$ cat src/rtl/iac_pkg.sv
package iac_pkg;
  typedef enum logic {
    IAC_MODE_EXACT    = 1'b0,
    IAC_MODE_BITMATCH = 1'b1
  } iac_mode_e;

  localparam int IAC_DEF_ADDR_W    = 32;
  localparam int IAC_DEF_NUM_PAIRS = 2;
endpackage

$ cat src/rtl/iac_regfile.sv
module iac_regfile #(
  parameter int ADDR_W   = 32,
  parameter int NUM_REGS = 4,
  localparam int IDX_W   = (NUM_REGS > 1) ? $clog2(NUM_REGS) : 1
) (
  input  logic                             clk,
  input  logic                             rst_n,
  input  logic                             wr_en,
  input  logic [IDX_W-1:0]                 wr_idx,
  input  logic [ADDR_W-1:0]                wr_data,
  output logic [NUM_REGS-1:0][ADDR_W-1:0]  regs
);
  for (genvar k = 0; k < NUM_REGS; k++) begin : g_reg
    logic hit;
    assign hit = wr_en && (wr_idx == IDX_W'(k));
    always_ff @(posedge clk) begin
      if (!rst_n) begin
        regs[k] <= '0;
      end else if (hit) begin
        regs[k] <= wr_data;
      end
    end
  end
endmodule

$ cat src/rtl/iac_pair_cmp.sv
module iac_pair_cmp
  import iac_pkg::*;
#(
  parameter int ADDR_W = 32
) (
  input  logic [ADDR_W-1:0] addr,
  input  logic [ADDR_W-1:0] reg_lo,
  input  logic [ADDR_W-1:0] reg_hi,
  input  logic              en_lo,
  input  logic              en_hi,
  input  iac_mode_e         mode,
  output logic [1:0]        hit
);
  localparam logic [ADDR_W-1:0] CARE_MASK = {{(ADDR_W-1){1'b1}}, 1'b0};

  logic [ADDR_W-1:0] diff_lo;
  logic [ADDR_W-1:0] diff_hi;
  logic              exact_lo;
  logic              exact_hi;
  logic              masked_lo;

  assign diff_lo   = (addr ^ reg_lo) & CARE_MASK;
  assign diff_hi   = (addr ^ reg_hi) & CARE_MASK;
  assign exact_lo  = (diff_lo == '0);
  assign exact_hi  = (diff_hi == '0);
  assign masked_lo = ((diff_lo & reg_hi) == '0);

  always_comb begin
    unique case (mode)
      IAC_MODE_BITMATCH: begin
        hit[0] = en_lo && masked_lo;
        hit[1] = 1'b0;
      end
      default: begin
        hit[0] = en_lo && exact_lo;
        hit[1] = en_hi && exact_hi;
      end
    endcase
  end
endmodule

$ cat src/rtl/iac_out_stage.sv
module iac_out_stage #(
  parameter int WIDTH = 4
) (
  input  logic             clk,
  input  logic             rst_n,
  input  logic             in_valid,
  output logic             in_ready,
  input  logic [WIDTH-1:0] in_data,
  output logic             out_valid,
  input  logic             out_ready,
  output logic [WIDTH-1:0] out_data
);
  logic take;

  assign in_ready = !out_valid || out_ready;
  assign take     = in_valid && in_ready;

  always_ff @(posedge clk) begin
    if (!rst_n) begin
      out_valid <= 1'b0;
      out_data  <= '0;
    end else if (take) begin
      out_valid <= 1'b1;
      out_data  <= in_data;
    end else if (out_ready) begin
      out_valid <= 1'b0;
    end
  end
endmodule

$ cat src/rtl/iac_unit.sv
module iac_unit
  import iac_pkg::*;
#(
  parameter int ADDR_W    = IAC_DEF_ADDR_W,
  parameter int NUM_PAIRS = IAC_DEF_NUM_PAIRS,
  localparam int NUM_REGS = 2 * NUM_PAIRS,
  localparam int IDX_W    = (NUM_REGS > 1) ? $clog2(NUM_REGS) : 1
) (
  input  logic                 clk,
  input  logic                 rst_n,
  input  logic                 fetch_valid,
  output logic                 fetch_ready,
  input  logic [ADDR_W-1:0]    fetch_addr,
  input  logic                 reg_wr_en,
  input  logic [IDX_W-1:0]     reg_wr_idx,
  input  logic [ADDR_W-1:0]    reg_wr_data,
  input  logic [NUM_REGS-1:0]  cmp_enable,
  input  logic [NUM_PAIRS-1:0] pair_mode,
  output logic                 res_valid,
  input  logic                 res_ready,
  output logic [NUM_REGS-1:0]  res_match
);
  logic [NUM_REGS-1:0][ADDR_W-1:0] cmp_regs;
  logic [NUM_REGS-1:0]             hit_now;

  iac_regfile #(
    .ADDR_W   (ADDR_W),
    .NUM_REGS (NUM_REGS)
  ) u_regfile (
    .clk     (clk),
    .rst_n   (rst_n),
    .wr_en   (reg_wr_en),
    .wr_idx  (reg_wr_idx),
    .wr_data (reg_wr_data),
    .regs    (cmp_regs)
  );

  for (genvar p = 0; p < NUM_PAIRS; p++) begin : g_pair
    iac_pair_cmp #(
      .ADDR_W (ADDR_W)
    ) u_cmp (
      .addr   (fetch_addr),
      .reg_lo (cmp_regs[2*p]),
      .reg_hi (cmp_regs[2*p+1]),
      .en_lo  (cmp_enable[2*p]),
      .en_hi  (cmp_enable[2*p+1]),
      .mode   (iac_mode_e'(pair_mode[p])),
      .hit    (hit_now[2*p+1 -: 2])
    );
  end

  iac_out_stage #(
    .WIDTH (NUM_REGS)
  ) u_out (
    .clk       (clk),
    .rst_n     (rst_n),
    .in_valid  (fetch_valid),
    .in_ready  (fetch_ready),
    .in_data   (hit_now),
    .out_valid (res_valid),
    .out_ready (res_ready),
    .out_data  (res_match)
  );
endmodule

$ cat config.mk
export PLATFORM = sky130hd
export DESIGN_NAME = iac_unit
export DESIGN_NICKNAME = d
export VERILOG_FILES = /design/src/rtl/iac_pkg.sv /design/src/rtl/iac_regfile.sv /design/src/rtl/iac_pair_cmp.sv /design/src/rtl/iac_out_stage.sv /design/src/rtl/iac_unit.sv
export SDC_FILE = /design/constraint.sdc
export NUM_CORES = 1
export LEC_CHECK = 0
export BUFFER_PORTS_ARGS = -buffer_cell sky130_fd_sc_hd__buf_4
export CORE_UTILIZATION = 58
export CTS_CLUSTER_SIZE = 16
export DETAILED_ROUTE_END_ITERATION = 8
export PLACE_DENSITY = 0.78
export SYNTH_ARGS = -nofsm -noshare
export SYNTH_HDL_FRONTEND = slang
export SYNTH_SLANG_ARGS = --single-unit
$ cat constraint.sdc
create_clock -name clk -period 2.27 [get_ports clk]
set_input_delay 0.3405 -clock clk [delete_from_list [all_inputs] [get_ports clk]]
set_output_delay 0.3405 -clock clk [all_outputs]
set_load 0.02 [all_outputs]
==> results.toml <==
[outcome]
outcome = "finished, final reports clean"

[synth]
ys_warn_count = 0
synth.avg_cell_area_um2 = 8.33
synth_seq_cells = 129
synth_nets = 853
syn_inst = 776
ys_seq_area_share_pct = 39.9
ys_types = 29
syn_area_um2 = 6470

[routing]
top_layer_used = "met4"
wl_per_cell_um = 22.0
vias = 6007
routed_via_density = 6.03
drtAntennaViolNets = 0
drt_iter0_markers = 560
wirelength_um = 22000
drc = 0
dr.pass1.iters = 5
wl_met1_um = 8570
wl_met3_um = 2240
wl_met2_um = 10300

[floorplan]
die_h_um = 108
ioPinCount = 83
initial_utilization_pct = 59.7
coreArea_um2 = 10800
die_x_um = 108
die-area_um2 = 11600
rows = 38

[layout]
fin_nets = 922
multi_input_area_um2 = 3730
num_antenna_cells = 0
fillCellCount = 847
final-seq-area_um2 = 2580
layout-drive-gt1-share_pct = 15.6
area_growth_pct = 20.7
postLayoutCoreUtil_pct = 72.0

[place]
gp_congestion = 0.958
dpl.hpwl_um = 15400
port_buffers = 80

[cts]
clk_latency_ns = 0.54
cts_made_buffers = 17
cts-root-buf = "clkbuf_8"
clockBufferDepth = 2
cts_tree = "done"
cts_setup_buffers = 0
clk_pin_slew_ns = 0.06
cts.sinks = 129
cts.htree.levels = 4
cts_hold_buf = 0
cts_resized = 0

[worst_setup_path]
crit_fanout = 3
critPathLaunchType = "flip-flop"
cp-startpoint = "u_regfile.regs[60]$_SDFFE_PN0P_"
timing.rr.start = "u_regfile.regs[60]$_SDFFE_PN0P_"
worstPathArrival_ns = 2.40
rrSetupSlack_ns = 0.34
cp.required_ns = 2.74
cp-end-kind = "flip-flop"
worstSetupPathType = "reg -> reg"

[pwr]
ir_drop_mv = 0.623
power_mw = 5.96
power_density_nw_per_um2 = 764
p_leak_nw = 2.93

[sta]
setup_violations = 0
slew-limit-headroom_pct = 38.9
fmax_mhz = 517
min_period_ns = 1.93
rsz0062_at_grt = "no"
worst_pin_slew_ns = 0.917
maxSlewViolCount = 0
hold_ws_ns = 0.0661
finalCritPeriodShare_pct = 85.2
finClkSkew_ns = 0.00517
hold_violations = 0
setup_tns_ns = 0

[worst_hold_path]
min-delay-start = "cmp_enable[2]"
min_path_type = "in -> reg"

[global_route]
grt_pass1_wl_um = 32700
grt_pass1_vias = 5845
grt_usage_pct = 39.3
grt_max_degree = 73
grt-ovfl-total = 0
antenna_found_initial = 0

[flow_run]
max-cap-violations = 0
-- final timing paths --
check        cells after the start                             end
min reg2reg                      2  u_out.out_data[3]$_SDFFE_PN0P_
max                              6  u_out.out_data[1]$_SDFFE_PN0P_
min                              3  u_out.out_data[2]$_SDFFE_PN0P_
max reg2reg                      6  u_out.out_data[1]$_SDFFE_PN0P_
-- metrics by stage --
step / worst slack (ns) / instances / cell area [um^2]
after floorplan: 0.571 / 776 / 6470
after global placement: 0.281 / 966 / 7210
after detailed placement: 0.250 / 966 / 7210
after CTS: 0.367 / 997 / 7810
after global routing: 0.247 / 997 / 7810
final: 0.337 / 997 / 7810
-- sequential cells by signal, summed over array words and instances (netlist names) --
signal	flops
u_out.out_valid	1
u_regfile.regs	124
u_out.out_data	4
-- cells in the final DEF, fill, tap and decap left out, drive strengths merged, types with 3 or more instances in the layout --
cell / count
clkbuf: 20
nor3: 4
bufinv: 4
nor2: 5
a21boi: 127
nand2: 254
xnor2: 54
a22o: 6
buf: 92
dfxtp: 129
nor4: 16
xor2: 70
nand4: 22
nand3: 7
a221oi: 6
clkinv: 4
a22oi: 16
clkinvlp: 3
-- worst max-delay path: stages (launching register included) --
cell	delay [ns]
dfxtp_1	0.33
xnor2_1	0.31
nand4_1	0.13
or4_1	0.52
nor4_1	0.26
nand3_1	0.13
a21boi_0	0.17
-- Yosys cell counts --
library cell	instances	area, um^2
nor3b_1	1	7.51
and3_1	1	6.26
xnor2_1	54	473
nand3_1	7	35.0
a22o_1	6	52.6
a22oi_1	16	120
xor2_1	70	613
or4_1	2	15.0
and3b_1	1	8.76
a21boi_0	126	946
or3b_2	1	8.76
inv_1	1	3.75
o31a_1	2	17.5
nor2_1	5	18.8
o41ai_2	2	32.5
nor4_1	16	100
nor3_1	4	20.0
nand2b_2	1	8.76
nand3b_1	1	7.51
nor4b_1	2	17.5
clkbuf_1	39	146
a221oi_2	6	90.1
a222oi_1	2	20.0
nand2_1	254	953
or2_2	1	6.26
a21boi_1	1	7.51
buf_1	3	11.3
nand4_1	22	138
dfxtp_1	129	2580
-- per-layer routing --
metal  GRT usage (%)  vias up
met5               0        -
met4            18.8        0
met3            12.2       66
met2            63.0      343
met1            47.8     2848
li1                -     2750
-- where the power goes --
group / total (mW) / internal, mW / switching [mW]
registers: 2.41 / 2.34 / 0.0696
clock network: 2.81 / 1.80 / 1.01
logic: 0.742 / 0.302 / 0.440
-- cells by family (layout without fill, tap and decap cells) --
family          after synthesis  count (layout)  synth area share (%)
flops                       129             129                  39.9
compound gates              161             161                  19.9
simple gates                319             319                  20.9
xor+xnor                    124             124                  16.8
buf+inv                      43             124                  2.50
-- cell type report --
type | count | share of cell area [%]
Clock buffer | 20 | 5.58
Clock inverter | 11 | 2.08
Inverter | 1 | 0.0481
Multi-Input combinational cell | 604 | 47.8
Sequential cell | 129 | 33.1
Tap cell | 140 | 2.24
Timing Repair Buffer | 92 | 9.17
Note: power is estimated with default switching activity, not from simulation.
